`src/rtl/rle_exp_pkg.sv`:
```
package rle_exp_pkg;
  localparam int CODE_W = 8;

  typedef logic [CODE_W-1:0] code_t;

  // One decoded code: a run of run_bit, then an optional terminating bit
  typedef struct packed {
    code_t run_len;
    logic  run_bit;
    logic  has_term;
    logic  term_bit;
  } expand_t;
endpackage

```
`src/rtl/rle_code_decode.sv`:
```
module rle_code_decode
  import rle_exp_pkg::*;
#(
  parameter int MAX_ONES = 226
) (
  input  code_t   code_i,
  output expand_t dec_o
);
  localparam code_t ONES_MAX = code_t'(MAX_ONES);
  localparam code_t ONES_CAP = code_t'(MAX_ONES + 1);
  localparam code_t ZERO_BAS = code_t'(MAX_ONES + 2);
  localparam code_t CODE_TOP = '1;

  always_comb begin
    dec_o = '0;
    if (code_i == '0) begin
      dec_o = '0;
    end else if (code_i <= ONES_MAX) begin
      dec_o.run_len  = code_i;
      dec_o.run_bit  = 1'b1;
      dec_o.has_term = 1'b1;
      dec_o.term_bit = 1'b0;
    end else if (code_i == ONES_CAP) begin
      dec_o.run_len  = ONES_MAX;
      dec_o.run_bit  = 1'b1;
      dec_o.has_term = 1'b0;
    end else if (code_i != CODE_TOP) begin
      dec_o.run_len  = code_i - ZERO_BAS;
      dec_o.run_bit  = 1'b0;
      dec_o.has_term = 1'b1;
      dec_o.term_bit = 1'b1;
    end else begin
      dec_o.has_term = 1'b1;
      dec_o.term_bit = 1'b1;
    end
  end
endmodule

```
`src/rtl/rle_prefix_gen.sv`:
```
module rle_prefix_gen #(
  parameter int              PREFIX_W = 16,
  parameter logic [PREFIX_W-1:0] PREFIX = 16'hFF20
) (
  input  logic clk_i,
  input  logic rst_ni,
  input  logic adv_i,
  output logic active_o,
  output logic bit_o
);
  localparam int CNT_W = $clog2(PREFIX_W + 1);
  localparam logic [CNT_W-1:0] CNT_END = CNT_W'(PREFIX_W);

  logic [PREFIX_W-1:0] sh_q;
  logic [CNT_W-1:0]    cnt_q;

  always_ff @(posedge clk_i or negedge rst_ni) begin
    if (!rst_ni) begin
      sh_q  <= PREFIX;
      cnt_q <= '0;
    end else if (adv_i && active_o) begin
      sh_q  <= {sh_q[PREFIX_W-2:0], 1'b0};
      cnt_q <= cnt_q + 1'b1;
    end
  end

  assign active_o = (cnt_q != CNT_END);
  assign bit_o    = sh_q[PREFIX_W-1];


  prefix_done_sticky_chk: assert property (@(posedge clk_i) disable iff (!rst_ni)
    !active_o |=> !active_o);
endmodule

```
`src/rtl/rle_run_engine.sv`:
```
module rle_run_engine
  import rle_exp_pkg::*;
(
  input  logic    clk_i,
  input  logic    rst_ni,
  input  logic    load_i,
  input  expand_t dec_i,
  input  logic    last_i,
  input  logic    adv_i,
  output logic    busy_o,
  output logic    bit_o,
  output logic    last_o
);
  code_t run_cnt_q;
  logic  run_bit_q, term_pend_q, term_bit_q, last_q;
  logic  in_run;

  assign in_run = (run_cnt_q != '0);

  always_ff @(posedge clk_i or negedge rst_ni) begin
    if (!rst_ni) begin
      run_cnt_q   <= '0;
      run_bit_q   <= 1'b0;
      term_pend_q <= 1'b0;
      term_bit_q  <= 1'b0;
      last_q      <= 1'b0;
    end else if (load_i) begin
      run_cnt_q   <= dec_i.run_len;
      run_bit_q   <= dec_i.run_bit;
      term_pend_q <= dec_i.has_term;
      term_bit_q  <= dec_i.term_bit;
      last_q      <= last_i;
    end else if (adv_i) begin
      if (in_run) run_cnt_q   <= run_cnt_q - 1'b1;
      else        term_pend_q <= 1'b0;
    end
  end

  assign busy_o = in_run || term_pend_q;
  assign bit_o  = in_run ? run_bit_q : term_bit_q;
  // final bit: last run bit with nothing owed, or the owed terminator
  assign last_o = last_q && ((run_cnt_q == code_t'(1) && !term_pend_q) ||
                             (!in_run && term_pend_q));


  no_load_busy_chk: assert property (@(posedge clk_i) disable iff (!rst_ni)
    load_i |-> !busy_o);

  last_ends_run_chk: assert property (@(posedge clk_i) disable iff (!rst_ni)
    (adv_i && last_o) |=> !busy_o);
endmodule

```
`src/rtl/rle_bit_expander.sv`:
```
module rle_bit_expander
  import rle_exp_pkg::*;
#(
  parameter int              MAX_ONES = 226,
  parameter int              PREFIX_W = 16,
  parameter logic [PREFIX_W-1:0] PREFIX = 16'hFF20
) (
  input  logic        clk_i,
  input  logic        rst_ni,
  input  logic        in_valid_i,
  output logic        in_ready_o,
  input  logic [7:0]  in_data_i,
  input  logic        in_last_i,
  output logic        out_valid_o,
  input  logic        out_ready_o,
  output logic        out_bit_o,
  output logic        out_last_o
);
  expand_t dec;
  logic    pre_active, pre_bit;
  logic    run_busy, run_bit, run_last;
  logic    load, adv_run;

  rle_code_decode #(.MAX_ONES(MAX_ONES)) u_dec (
    .code_i (in_data_i),
    .dec_o  (dec)
  );

  rle_prefix_gen #(.PREFIX_W(PREFIX_W), .PREFIX(PREFIX)) u_pre (
    .clk_i    (clk_i),
    .rst_ni   (rst_ni),
    .adv_i    (out_ready_o),
    .active_o (pre_active),
    .bit_o    (pre_bit)
  );

  assign in_ready_o = !pre_active && !run_busy;
  assign load       = in_valid_i && in_ready_o;
  assign adv_run    = !pre_active && run_busy && out_ready_o;

  rle_run_engine u_run (
    .clk_i  (clk_i),
    .rst_ni (rst_ni),
    .load_i (load),
    .dec_i  (dec),
    .last_i (in_last_i),
    .adv_i  (adv_run),
    .busy_o (run_busy),
    .bit_o  (run_bit),
    .last_o (run_last)
  );

  assign out_valid_o = pre_active || run_busy;
  assign out_bit_o   = pre_active ? pre_bit : run_bit;
  assign out_last_o  = !pre_active && run_last;


  hold_on_stall_chk: assert property (@(posedge clk_i) disable iff (!rst_ni)
    (out_valid_o && !out_ready_o) |=> (out_valid_o && $stable(out_bit_o) && $stable(out_last_o)));

  prefix_gate_chk: assert property (@(posedge clk_i) disable iff (!rst_ni)
    pre_active |-> !in_ready_o);

  no_overlap_chk: assert property (@(posedge clk_i) disable iff (!rst_ni)
    !(in_ready_o && out_valid_o));

  last_with_valid_chk: assert property (@(posedge clk_i) disable iff (!rst_ni)
    out_last_o |-> out_valid_o);
endmodule

```
`config.mk`:
```
export PLATFORM = sky130hd
export DESIGN_NAME = rle_bit_expander
export DESIGN_NICKNAME = d
export VERILOG_FILES = /design/src/rtl/rle_exp_pkg.sv /design/src/rtl/rle_code_decode.sv /design/src/rtl/rle_prefix_gen.sv /design/src/rtl/rle_run_engine.sv /design/src/rtl/rle_bit_expander.sv
export SDC_FILE = /design/constraint.sdc
export NUM_CORES = 1
export LEC_CHECK = 0
export BUFFER_PORTS_ARGS = -buffer_cell sky130_fd_sc_hd__buf_2
export CAP_MARGIN = 20
export CORE_MARGIN = 2
export CORE_UTILIZATION = 42
export DETAILED_ROUTE_END_ITERATION = 8
export PLACE_DENSITY = 0.62
export SLEW_MARGIN = 20
export SYNTH_ARGS = -nofsm -noshare
export SYNTH_HDL_FRONTEND = slang
export SYNTH_SLANG_ARGS = --single-unit
export TNS_END_PERCENT = 20
```
`constraint.sdc`:
```
create_clock -name clk_i -period 4.53 [get_ports clk_i]
set_input_delay 0.2265 -clock clk_i [delete_from_list [all_inputs] [get_ports clk_i]]
set_output_delay 0.2265 -clock clk_i [all_outputs]
set_load 0.05 [all_outputs]
```
==> flow_metrics.env, run 1 <==
export IMPL_switchingPower_mw=0.2598
export IMPL_synthAdderAreaFrac=0.06260
export IMPL_synth_most_common_cell="dfrtp_1"
export IMPL_seq_power_share=0.461
export IMPL_slew_headroom=0.5719
export IMPL_antenna_cells=0
export IMPL_min_from="in_last_i"
export IMPL_worst_path_max_fanout=6
export IMPL_syn_avg_cell_area_um2=10.45
export IMPL_worst_endpoint_arrival_ns=2.23
export IMPL_vias=1214
export IMPL_die_h_um=65.70
export IMPL_cts_htree_levels=1
export IMPL_tns_ns=0
export IMPL_final_cells=220
export IMPL_wl_um=3235
export IMPL_synth_area_leaders="dfrtp_1, dfstp_2, mux2_2, ha_1, xnor2_1"
export IMPL_worstSetupStartpoint="u_run.run_cnt_q[3]"
export IMPL_firstDrtPassIters=4
export IMPL_fp_coreArea_um2=3661
export IMPL_numCtsBuffers=3
export IMPL_ys_seq_elements=28
export IMPL_power_density_nw_per_um2=420.4
export IMPL_async_reset_ff_frac=1.000
export IMPL_setup_viol=0
export IMPL_worstSetupEndpointType="output pin"
export IMPL_clk_pin_slew_ns=0.10
export IMPL_ys_flop_type="dfrtp_1"
export IMPL_fillers=334
export IMPL_place_congestion=0.8970
export IMPL_grt_usage=0.1684
export IMPL_crit_path_end="out_bit_o"
export IMPL_yosysWarnings=0
export IMPL_fin_nets=194
export IMPL_drv_slew=0
export IMPL_final_antenna_net_count=0
export IMPL_hpwl_um=2474
export IMPL_comb_power_share=0.309
export IMPL_grt_max_degree=29
export IMPL_grt_pass1_vias=1200
export IMPL_cts_sinks=28
export IMPL_synth_edf_count=0
export IMPL_cts_setup_buffers=0
export IMPL_synthCells=153
export IMPL_final_core_util=0.4935
export IMPL_die_area_um2=4316
export IMPL_rsz0062_at_grt="no"
export IMPL_min_period_ns=2.456
export IMPL_switching_share=0.3421
export IMPL_tightest_slew_ns=0.6354
export IMPL_r2r_start="u_run.run_cnt_q[0]"
export IMPL_hold_violations=0
export IMPL_synth_nets=174
export IMPL_portBuffers=16
export IMPL_grt_pass1_wl_um=5602
export IMPL_root_buffer="clkbuf_8"
export IMPL_r2r_cells=7
export IMPL_vias_per_cell=5.518
export IMPL_seq_area_frac_synth=0.4452
export IMPL_synth_simple_area_share=0.2308
export IMPL_clock_skew_ns=0.004806
export IMPL_synth_mux_area_frac=0.09624
export IMPL_post_route_period_util=0.5423
export IMPL_r2r_slack_ns=2.33
export IMPL_post_drt_wl_per_cell_um=14.70
export IMPL_holdBufCountCts=1
export IMPL_p_leak_nw=0.8023
export IMPL_max_clock_freq_ghz=0.4071
export IMPL_die_x_um=65.70
export IMPL_drive_gt1_frac=0.2965
export IMPL_max_vdd_ir_drop_v=0.0001465
export IMPL_cts_resized=0
export IMPL_hold_path_class="input port to register"
export IMPL_start_util=0.4368
export IMPL_dr_first_iter_drc_count=35
export IMPL_synth_top_family_by_area="simple AND/OR/NAND/NOR gates"
export IMPL_crit_type="register to output pin"
export IMPL_timing_hold_ws_ns=0.1402
export IMPL_rows=22
export IMPL_synth_cell_area_um2=1599
export IMPL_regToRegEndpoint="u_run.run_cnt_q[3]"
export IMPL_placedCellCount=215
export IMPL_drc=0
export IMPL_overflow=0
export IMPL_clk_latency_ns=0.28
export IMPL_antenna_found_initial=0
export IMPL_p_clk_frac=0.229
export IMPL_cpPeakStageDelay_ns=0.63
export IMPL_path_cells="or4_4 -> nor3_4 -> mux2i_1 -> o21ai_0 -> buf_2"
export IMPL_ioPinCount=17
export IMPL_synth_compound_area_share=0.1002
export IMPL_synthTopCellsByCount="dfrtp_1, nand2_1, mux2_2"
export IMPL_clock_path_buffers=2
export IMPL_synth_top_cell_by_area="dfrtp_1"
export IMPL_synth_xor_area_frac=0.03834
export IMPL_outcome="finished clean"
export IMPL_cp_start_kind="register"
export IMPL_synth_cell_type_count=39
export IMPL_crit_slowest_cell="or4_4"
export IMPL_syn2layout_area_growth_pct=12.99
export IMPL_p_int_mw=0.4997
export IMPL_cts_tree="done"
export IMPL_cp_required_ns=4.30
export IMPL_maxCapViolations=0
export IMPL_synth_top_area_share=0.2973
==> worst min-delay path by stage <==
| stage | end | slack (ns) | cells after the start |
|---|---|---|---|
| CTS | u_run.last_q | 0.14 | 3 |
| global route | u_run.last_q | 0.14 | 3 |
| detailed placement | u_run.last_q | 0.28 | 1 |
| global placement | u_run.last_q | 0.27 | 1 |
| floorplan | u_pre.cnt_q[0] | -0.07 | 0 |
| finish | u_run.last_q | 0.14 | 3 |
==> worst max-delay path: cells and delay by family, from the launching register on <==
kind | cells | cell delay, ns
mux | 1 | 0.12
compound gates | 1 | 0.17
flops | 1 | 0.44
simple gates | 2 | 0.92
buf+inv | 1 | 0.29
==> cells in the final DEF (no fill, tap or decap), drive strengths merged, types with 2 or more instances in the layout <==
| cell | n |
|---|---|
| a21oi | 8 |
| a31oi | 3 |
| and2 | 3 |
| and3 | 2 |
| buf | 16 |
| clkbuf | 4 |
| dfrtp | 19 |
| dfstp | 9 |
| ha | 8 |
| inv | 9 |
| mux2 | 11 |
| mux2i | 3 |
| nand2 | 14 |
| nand2b | 2 |
| nand3 | 7 |
| nand4 | 3 |
| nor2 | 9 |
| nor3 | 7 |
| nor4 | 3 |
| o21ai | 10 |
| o311ai | 2 |
| or2 | 2 |
| or4bb | 2 |
| xnor2 | 7 |
==> metrics by stage <==
stage	setup WS [ns]	area, µm²	total power [mW]
global placement	2.397	1730	0.5776
global route	1.951	1807	0.8148
finish	2.074	1807	0.7595
detailed placement	2.366	1730	0.5900
CTS	2.070	1807	0.7661
floorplan	1.868	1599	0.5270
==> power groups by stage <==
stage	logic, mW	registers (mW)	clock network, mW
finish	0.235	0.351	0.174
floorplan	0.187	0.340	0
detailed placement	0.235	0.355	0
global placement	0.227	0.351	0
CTS	0.237	0.350	0.179
global route	0.269	0.358	0.188
==> routing by layer <==
metal,global-route usage,part of all wire
met1,0.2225,0.47
met2,0.2790,0.48
met3,0.01884,0.036
met4,0.07031,0.020
met5,0,0
==> area by class of cell <==
| class | count | area, µm² | share of cell area |
|---|---|---|---|
| clock buffers | 4 | 66.31 | 0.03670 |
| inverters | 9 | 33.78 | 0.01870 |
| multi-input cells | 114 | 844.6 | 0.4675 |
| flip-flops and latches | 28 | 711.9 | 0.3940 |
| well taps | 48 | 60.06 | 0.03324 |
| repair buffers | 17 | 90.09 | 0.04986 |
==> state kept, by name, summed over array words and instances, names as in the netlist <==
signal / count
u_run.run_cnt_q: 8
u_pre.cnt_q: 5
u_run.run_bit_q: 1
u_run.last_q: 1
u_run.term_bit_q: 1
u_run.term_pend_q: 1
u_pre.sh_q: 11
==> cell families after synthesis <==
kind of cell,count (synthesis)
xor gates and xnor gates,7
muxes,14
adders and majority gates,8
DFF,28
and+or+nand+nor,60
AOI/OAI and AO/OA,25
buffers and inverters,11
Note: power is estimated with default switching activity, not from simulation.
==> run 2, diff against run 1 <==
--- a/config.mk
+++ b/config.mk
@@ -5,6 +5,7 @@
 export SDC_FILE = /design/constraint.sdc
 export NUM_CORES = 1
 export LEC_CHECK = 0
+export ABC_AREA = 1
 export BUFFER_PORTS_ARGS = -buffer_cell sky130_fd_sc_hd__buf_2
 export CAP_MARGIN = 20
 export CORE_MARGIN = 2
==> constraint.sdc (replaced) <==
create_clock -name clk_i -period 2.5 [get_ports clk_i]
set_input_delay 0.125 -clock clk_i [delete_from_list [all_inputs] [get_ports clk_i]]
set_output_delay 0.125 -clock clk_i [all_outputs]
set_load 0.05 [all_outputs]
==> flow_metrics.env, run 2 <==
export IMPL_drv_slew=0
export IMPL_crit_type="register to output pin"
export IMPL_outcome="finished clean"
export IMPL_min_period_ns=1.999
export IMPL_tns_ns=0
export IMPL_fp_coreArea_um2=4058
export IMPL_worstSetupEndpointType="output pin"
export IMPL_path_cells="inv_1 -> ha_1 -> nand2_1 -> nor3_4 -> o21ai_0 -> o21ai_0 -> buf_2"
export IMPL_power_density_nw_per_um2=806.9
export IMPL_synthTopCellsByCount="nand2_1, inv_1, nand3_1, dfrtp_1, nor2_1"
export IMPL_dr_first_iter_drc_count=60
export IMPL_antenna_cells=0
export IMPL_synthAdderAreaFrac=0.05610
export IMPL_grt_max_degree=29
export IMPL_cp_depth=7
export IMPL_overflow=0
export IMPL_synth_cell_area_um2=1784
export IMPL_synth_edf_count=0
export IMPL_path_common_cell="o21ai_0"
export IMPL_synth_nets=252
export IMPL_firstDrtPassIters=5
export IMPL_cts_sinks=28
export IMPL_met1_length_um=1769
export IMPL_ys_flop_type="dfrtp_1"
export IMPL_vias=1453
export IMPL_preCtsSetupSlack_ns=0.7885
export IMPL_ys_seq_elements=28
export IMPL_hpwl_um=2639
export IMPL_maxCapViolations=0
export IMPL_clk_latency_ns=0.28
export IMPL_synth_simple_area_share=0.3597
export IMPL_p_total_mw=1.608
export IMPL_max_vdd_ir_drop_v=0.0002449
export IMPL_place_area_um2=1917
export IMPL_post_drt_wl_per_cell_um=11.46
export IMPL_hold_depth=3
export IMPL_synth_mux_area_frac=0
export IMPL_timing_hold_ws_ns=0.07243
export IMPL_worst_path_max_fanout=5
export IMPL_synthCells=231
export IMPL_hold_violations=0
export IMPL_rsz0062_at_grt="no"
export IMPL_top_regs="u_pre.sh_q: 11 flops, u_run.run_cnt_q: 8 flops, u_pre.cnt_q: 5 flops"
export IMPL_yosysWarnings=0
export IMPL_path_buf_inv=2
export IMPL_die_area_um2=4785
export IMPL_grt_usage=0.1598
export IMPL_r2r_cells=6
export IMPL_async_reset_ff_frac=1.000
export IMPL_layout_common_cells="nand2_1, inv_1, nand3_1"
export IMPL_final_core_util=0.4912
export IMPL_tightest_slew_ns=0.6280
export IMPL_post_route_period_util=0.7997
export IMPL_slew_headroom=0.5813
export IMPL_largest_register_ff_count=11
export IMPL_final_cells=300
export IMPL_portBuffers=16
export IMPL_die_h_um=69.18
export IMPL_ioPinCount=17
export IMPL_hold_path_class="input port to register"
export IMPL_synth_top_family_by_area="simple AND/OR/NAND/NOR gates"
export IMPL_synth_top_cell_by_area="dfrtp_1"
export IMPL_seq_area_frac_synth=0.3990
export IMPL_cpPeakStageDelay_ns=0.43
export IMPL_synth_compound_area_share=0.07153
export IMPL_wl_um=3439
export IMPL_vias_per_cell=4.843
export IMPL_cts_tree="done"
export IMPL_max_clock_freq_ghz=0.5002
export IMPL_final_antenna_net_count=0
export IMPL_die_x_um=69.18
export IMPL_p_leak_nw=0.9670
export IMPL_regMostFlops="u_pre.sh_q"
export IMPL_final_common_cell="nand2_1"
export IMPL_wl_met2_um=1548
export IMPL_final_area_um2=1993
export IMPL_rows=23
export IMPL_clk_pin_slew_ns=0.10
export IMPL_drc=0
export IMPL_cts_htree_levels=1
export IMPL_clock_path_buffers=2
export IMPL_cp_start_kind="register"
export IMPL_place_congestion=0.8647
export IMPL_syn2layout_area_growth_pct=11.71
export IMPL_root_buffer="clkbuf_8"
export IMPL_highest_layer="met4"
export IMPL_syn_avg_cell_area_um2=7.724
export IMPL_grt_pass1_wl_um=6279
export IMPL_cp_required_ns=2.38
export IMPL_start_util=0.4397
export IMPL_fin_nets=272
export IMPL_synth_xor_area_frac=0.04909
export IMPL_finalWorstSetupSlack_ns=0.5008
export IMPL_worst_endpoint_arrival_ns=1.87
export IMPL_synth_area_leaders="dfrtp_1, nand2_1, dfstp_2, nand3_1, inv_1"
export IMPL_synth_most_common_cell="nand2_1"
export IMPL_cts_resized=0
export IMPL_drive_gt1_frac=0.1880
export IMPL_setup_viol=0
export IMPL_grt_pass1_vias=1441
export IMPL_antenna_found_initial=0
export IMPL_wl_met3_um=79
export IMPL_numCtsBuffers=3
export IMPL_critical_path_top_delay_family="flip-flops"
export IMPL_synth_top_area_share=0.2665
export IMPL_placedCellCount=295
export IMPL_synth_cell_type_count=27
export IMPL_crit_slowest_cell="dfrtp_1"
export IMPL_clock_skew_ns=0.001477
==> run 2: changes by cell type in the layout (fill, tap and decap cells not counted), moves of 3 or more <==
cell	previous run	this run
nand2_1	13	69
nor2_1	9	19
xor2_1	0	6
mux2_2	11	0
nand3_1	6	21
mux2i_1	3	0
a31oi_1	3	0
nor2_2	0	3
and2_1	3	0
inv_1	9	27
o21ai_0	7	11
nor3_1	6	1
xnor2_1	7	4
nor2_4	0	5
==> run 2: final timing paths <==
check / endpoint / startpoint / slack (ns)
min reg2reg: u_pre.sh_q[5] / u_pre.sh_q[5] / 0.46
max in group asynchronous: u_pre.cnt_q[1] / rst_ni / 1.70
max: out_bit_o / u_pre.cnt_q[0] / 0.50
min in group asynchronous: u_run.run_cnt_q[6] / rst_ni / 0.40
max reg2reg: u_run.run_bit_q / u_pre.cnt_q[0] / 0.79
min: u_run.last_q / in_last_i / 0.07
==> run 2: repair_timing <==
action	in CTS	in global routing
endpoints found under the hold margin	19	0
hold buffers	1	0
buffers inserted	0	0
==> run 2: power breakdown <==
| group | total [mW] | internal [mW] | leakage, nW | switching [mW] |
|---|---|---|---|---|
| Sequential | 0.701 | 0.561 | 0.331 | 0.140 |
| Combinational | 0.584 | 0.236 | 0.602 | 0.348 |
| Clock | 0.323 | 0.174 | 0.0339 | 0.149 |
==> run 2: final cells by class <==
cell class | instances | area (µm²)
clock buffer | 4 | 66.31
fill | 403 | 2064
inverter | 28 | 105.1
multi-input combinational | 173 | 957.2
sequential | 28 | 711.9
tap | 50 | 62.56
timing repair buffer | 17 | 90.09
==> run 2: cell families (layout without fill, tap and decap cells) <==
kind of cell	Yosys count	in the layout
buffers and inverters	30	49
AND/OR/NAND/NOR	131	131
flip-flops	28	28
adder cells (fa/ha/maj)	8	8
AO/OA/AOI/OAI	24	24
XOR/XNOR	10	10
==> run 2: tightest hold or removal path: cells and delay by family <==
family | cells | cell delay [ns]
simple gates | 2 | 0.11
buf+inv | 1 | 0.09
==> run 2: per-layer routing <==
layer,GRT usage,vias up
met4,0.05011,0
li1,-,773
met2,0.2564,15
met3,0.02762,5
met5,0,-
met1,0.2200,660
==> run 3, diff against run 2 <==
--- a/config.mk
+++ b/config.mk
@@ -11,7 +11,7 @@
 export CORE_MARGIN = 2
 export CORE_UTILIZATION = 42
 export DETAILED_ROUTE_END_ITERATION = 8
-export PLACE_DENSITY = 0.62
+export PLACE_DENSITY = 0.64
 export SLEW_MARGIN = 20
 export SYNTH_ARGS = -nofsm -noshare
 export SYNTH_HDL_FRONTEND = slang
==> constraint.sdc (replaced) <==
create_clock -name clk_i -period 1.75 [get_ports clk_i]
set_input_delay 0.0875 -clock clk_i [delete_from_list [all_inputs] [get_ports clk_i]]
set_output_delay 0.0875 -clock clk_i [all_outputs]
set_load 0.05 [all_outputs]
==> flow_metrics.env, run 3 (same netlist as run 2, synthesis figures left out) <==
export IMPL_outcome="finished clean"
export IMPL_p_leak_nw=1.006
export IMPL_rows=23
export IMPL_path_common_cell="o21ai_2"
export IMPL_final_antenna_net_count=0
export IMPL_drc=0
export IMPL_root_buffer="clkbuf_8"
export IMPL_r2r_start="u_run.run_cnt_q[1]"
export IMPL_crit_slowest_cell="dfrtp_1"
export IMPL_cp_start_kind="register"
export IMPL_p_int_mw=1.508
export IMPL_grt_usage=0.1535
export IMPL_clock_path_buffers=2
export IMPL_drv_slew=0
export IMPL_portBuffers=16
export IMPL_timing_hold_ws_ns=0.01753
export IMPL_wl_um=3426
export IMPL_maxCapViolations=0
export IMPL_final_cells=308
export IMPL_fillers=376
export IMPL_worst_endpoint_arrival_ns=1.58
export IMPL_seq_power_share=0.403
export IMPL_slew_headroom=0.5843
export IMPL_vias=1505
export IMPL_largest_register_ff_count=11
export IMPL_clk_latency_ns=0.27
export IMPL_antenna_cells=0
export IMPL_worstSetupEndpointType="output pin"
export IMPL_fp_coreArea_um2=4058
export IMPL_clock_skew_ns=0.007424
export IMPL_die_area_um2=4785
export IMPL_layout_common_cells="nand2_1, inv_1, nand3_1"
export IMPL_place_area_um2=1936
export IMPL_dr_first_iter_drc_count=77
export IMPL_final_common_cell="nand2_1"
export IMPL_clk_pin_slew_ns=0.10
export IMPL_comb_power_share=0.413
export IMPL_cp_required_ns=1.66
export IMPL_path_buf_inv=2
export IMPL_hpwl_um=2621
export IMPL_crit_path_end="out_bit_o"
export IMPL_post_drt_wl_per_cell_um=11.12
export IMPL_ioPinCount=17
export IMPL_grt_pass1_wl_um=6030
export IMPL_switching_share=0.3894
export IMPL_overflow=0
export IMPL_path_cells="inv_1 -> ha_2 -> nand2_2 -> nor3_4 -> o21ai_2 -> o21ai_2 -> buf_6"
export IMPL_fin_nets=280
export IMPL_die_x_um=69.18
export IMPL_post_route_period_util=0.9502
export IMPL_top_regs="u_pre.sh_q: 11 flops, u_run.run_cnt_q: 8 flops, u_pre.cnt_q: 5 flops"
export IMPL_crit_type="register to output pin"
export IMPL_firstDrtPassIters=4
export IMPL_final_area_um2=2103
export IMPL_r2r_slack_ns=0.11
export IMPL_r2r_cells=7
export IMPL_cp_depth=7
export IMPL_grt_pass1_vias=1360
export IMPL_cts_tree="done"
export IMPL_numCtsBuffers=3
export IMPL_worst_path_max_fanout=3
export IMPL_placedCellCount=297
export IMPL_cpPeakStageDelay_ns=0.39
export IMPL_power_density_nw_per_um2=1175
export IMPL_min_period_ns=1.663
export IMPL_setup_viol=0
export IMPL_worstSetupStartpoint="u_pre.cnt_q[0]"
export IMPL_max_clock_freq_ghz=0.6014
export IMPL_regToRegEndpoint="u_run.run_bit_q"
export IMPL_tightest_slew_ns=0.6235
export IMPL_cts_sinks=28
export IMPL_grt_max_degree=29
export IMPL_critical_path_top_delay_family="flip-flops"
export IMPL_vias_per_cell=4.886
export IMPL_place_congestion=0.9194
export IMPL_die_h_um=69.18
export IMPL_p_clk_frac=0.183
export IMPL_hold_path_class="input port to register"
export IMPL_antenna_found_initial=0
export IMPL_cts_htree_levels=1
export IMPL_syn2layout_area_growth_pct=17.88
export IMPL_final_core_util=0.5183
export IMPL_drive_gt1_frac=0.2519
export IMPL_regMostFlops="u_pre.sh_q"
export IMPL_max_vdd_ir_drop_v=0.0004660
export IMPL_rsz0062_at_grt="yes"
export IMPL_hold_violations=0
export IMPL_start_util=0.4397
export IMPL_switchingPower_mw=0.9620
==> run 3: cell type report <==
| cell class | count | area (µm²) | share of cell area |
|---|---|---|---|
| well taps | 50 | 62.56 | 0.02974 |
| inverters | 28 | 105.1 | 0.04997 |
| flip-flops and latches | 28 | 711.9 | 0.3385 |
| multi-input cells | 173 | 988.4 | 0.4700 |
| clock buffers | 4 | 66.31 | 0.03153 |
| repair buffers | 25 | 168.9 | 0.08031 |
==> run 3: how the worst min path moves through the flow <==
stage	to	startpoint	slack [ns]	cells past startpoint
3_3_place_gp	u_run.run_cnt_q[5]	rst_ni	0.15	1
3_5_place_dp	u_run.run_cnt_q[5]	rst_ni	0.15	1
5_1_grt	u_run.last_q	in_last_i	0.02	3
2_1_floorplan	u_pre.cnt_q[0]	rst_ni	-0.21	0
6_report	u_run.last_q	in_last_i	0.02	3
4_1_cts	u_run.last_q	in_last_i	0.01	3
==> run 3: power by group through the flow <==
stage | clock [mW] | combinational, mW | sequential (mW)
floorplan | 0 | 0.699 | 0.972
global route | 0.495 | 1.15 | 1.02
detailed placement | 0 | 0.865 | 1.01
CTS | 0.464 | 0.935 | 0.989
finish | 0.453 | 1.02 | 0.997
global placement | 0 | 0.861 | 1.01
==> run 3: worst min-delay path, cell delays in order <==
cell and delay, ns:
buf_2 0.08, nand2_1 0.04, nand2_1 0.05
==> run 3: timing repair <==
item                                    in CTS  in global routing
hold buffers                                 1                  0
endpoints found under the hold margin       19                  0
pin swaps                                    2                  6
setup buffers                                3                  3
gates resized for setup                      6                 11
endpoints found under the setup margin       2                 17
gates cloned                                 0                  0
==> run 3: routing by layer <==
layer	vias to the layer above	track usage	wire length (µm)
li1	786	-	-
met1	687	0.2189	1726
met2	28	0.2393	1530
met3	4	0.02180	119
met4	0	0.05229	49
met5	-	0	0
==> run 3: metrics by stage <==
step | setup WS [ns] | power [mW] | TNS, ns
floorplan | -0.09496 | 1.671 | -0.09496
global placement | 0.1088 | 1.874 | 0
detailed placement | 0.08930 | 1.877 | 0
CTS | -0.006609 | 2.388 | -0.006609
global route | -0.02006 | 2.665 | -0.03980
finish | 0.08712 | 2.471 | 0
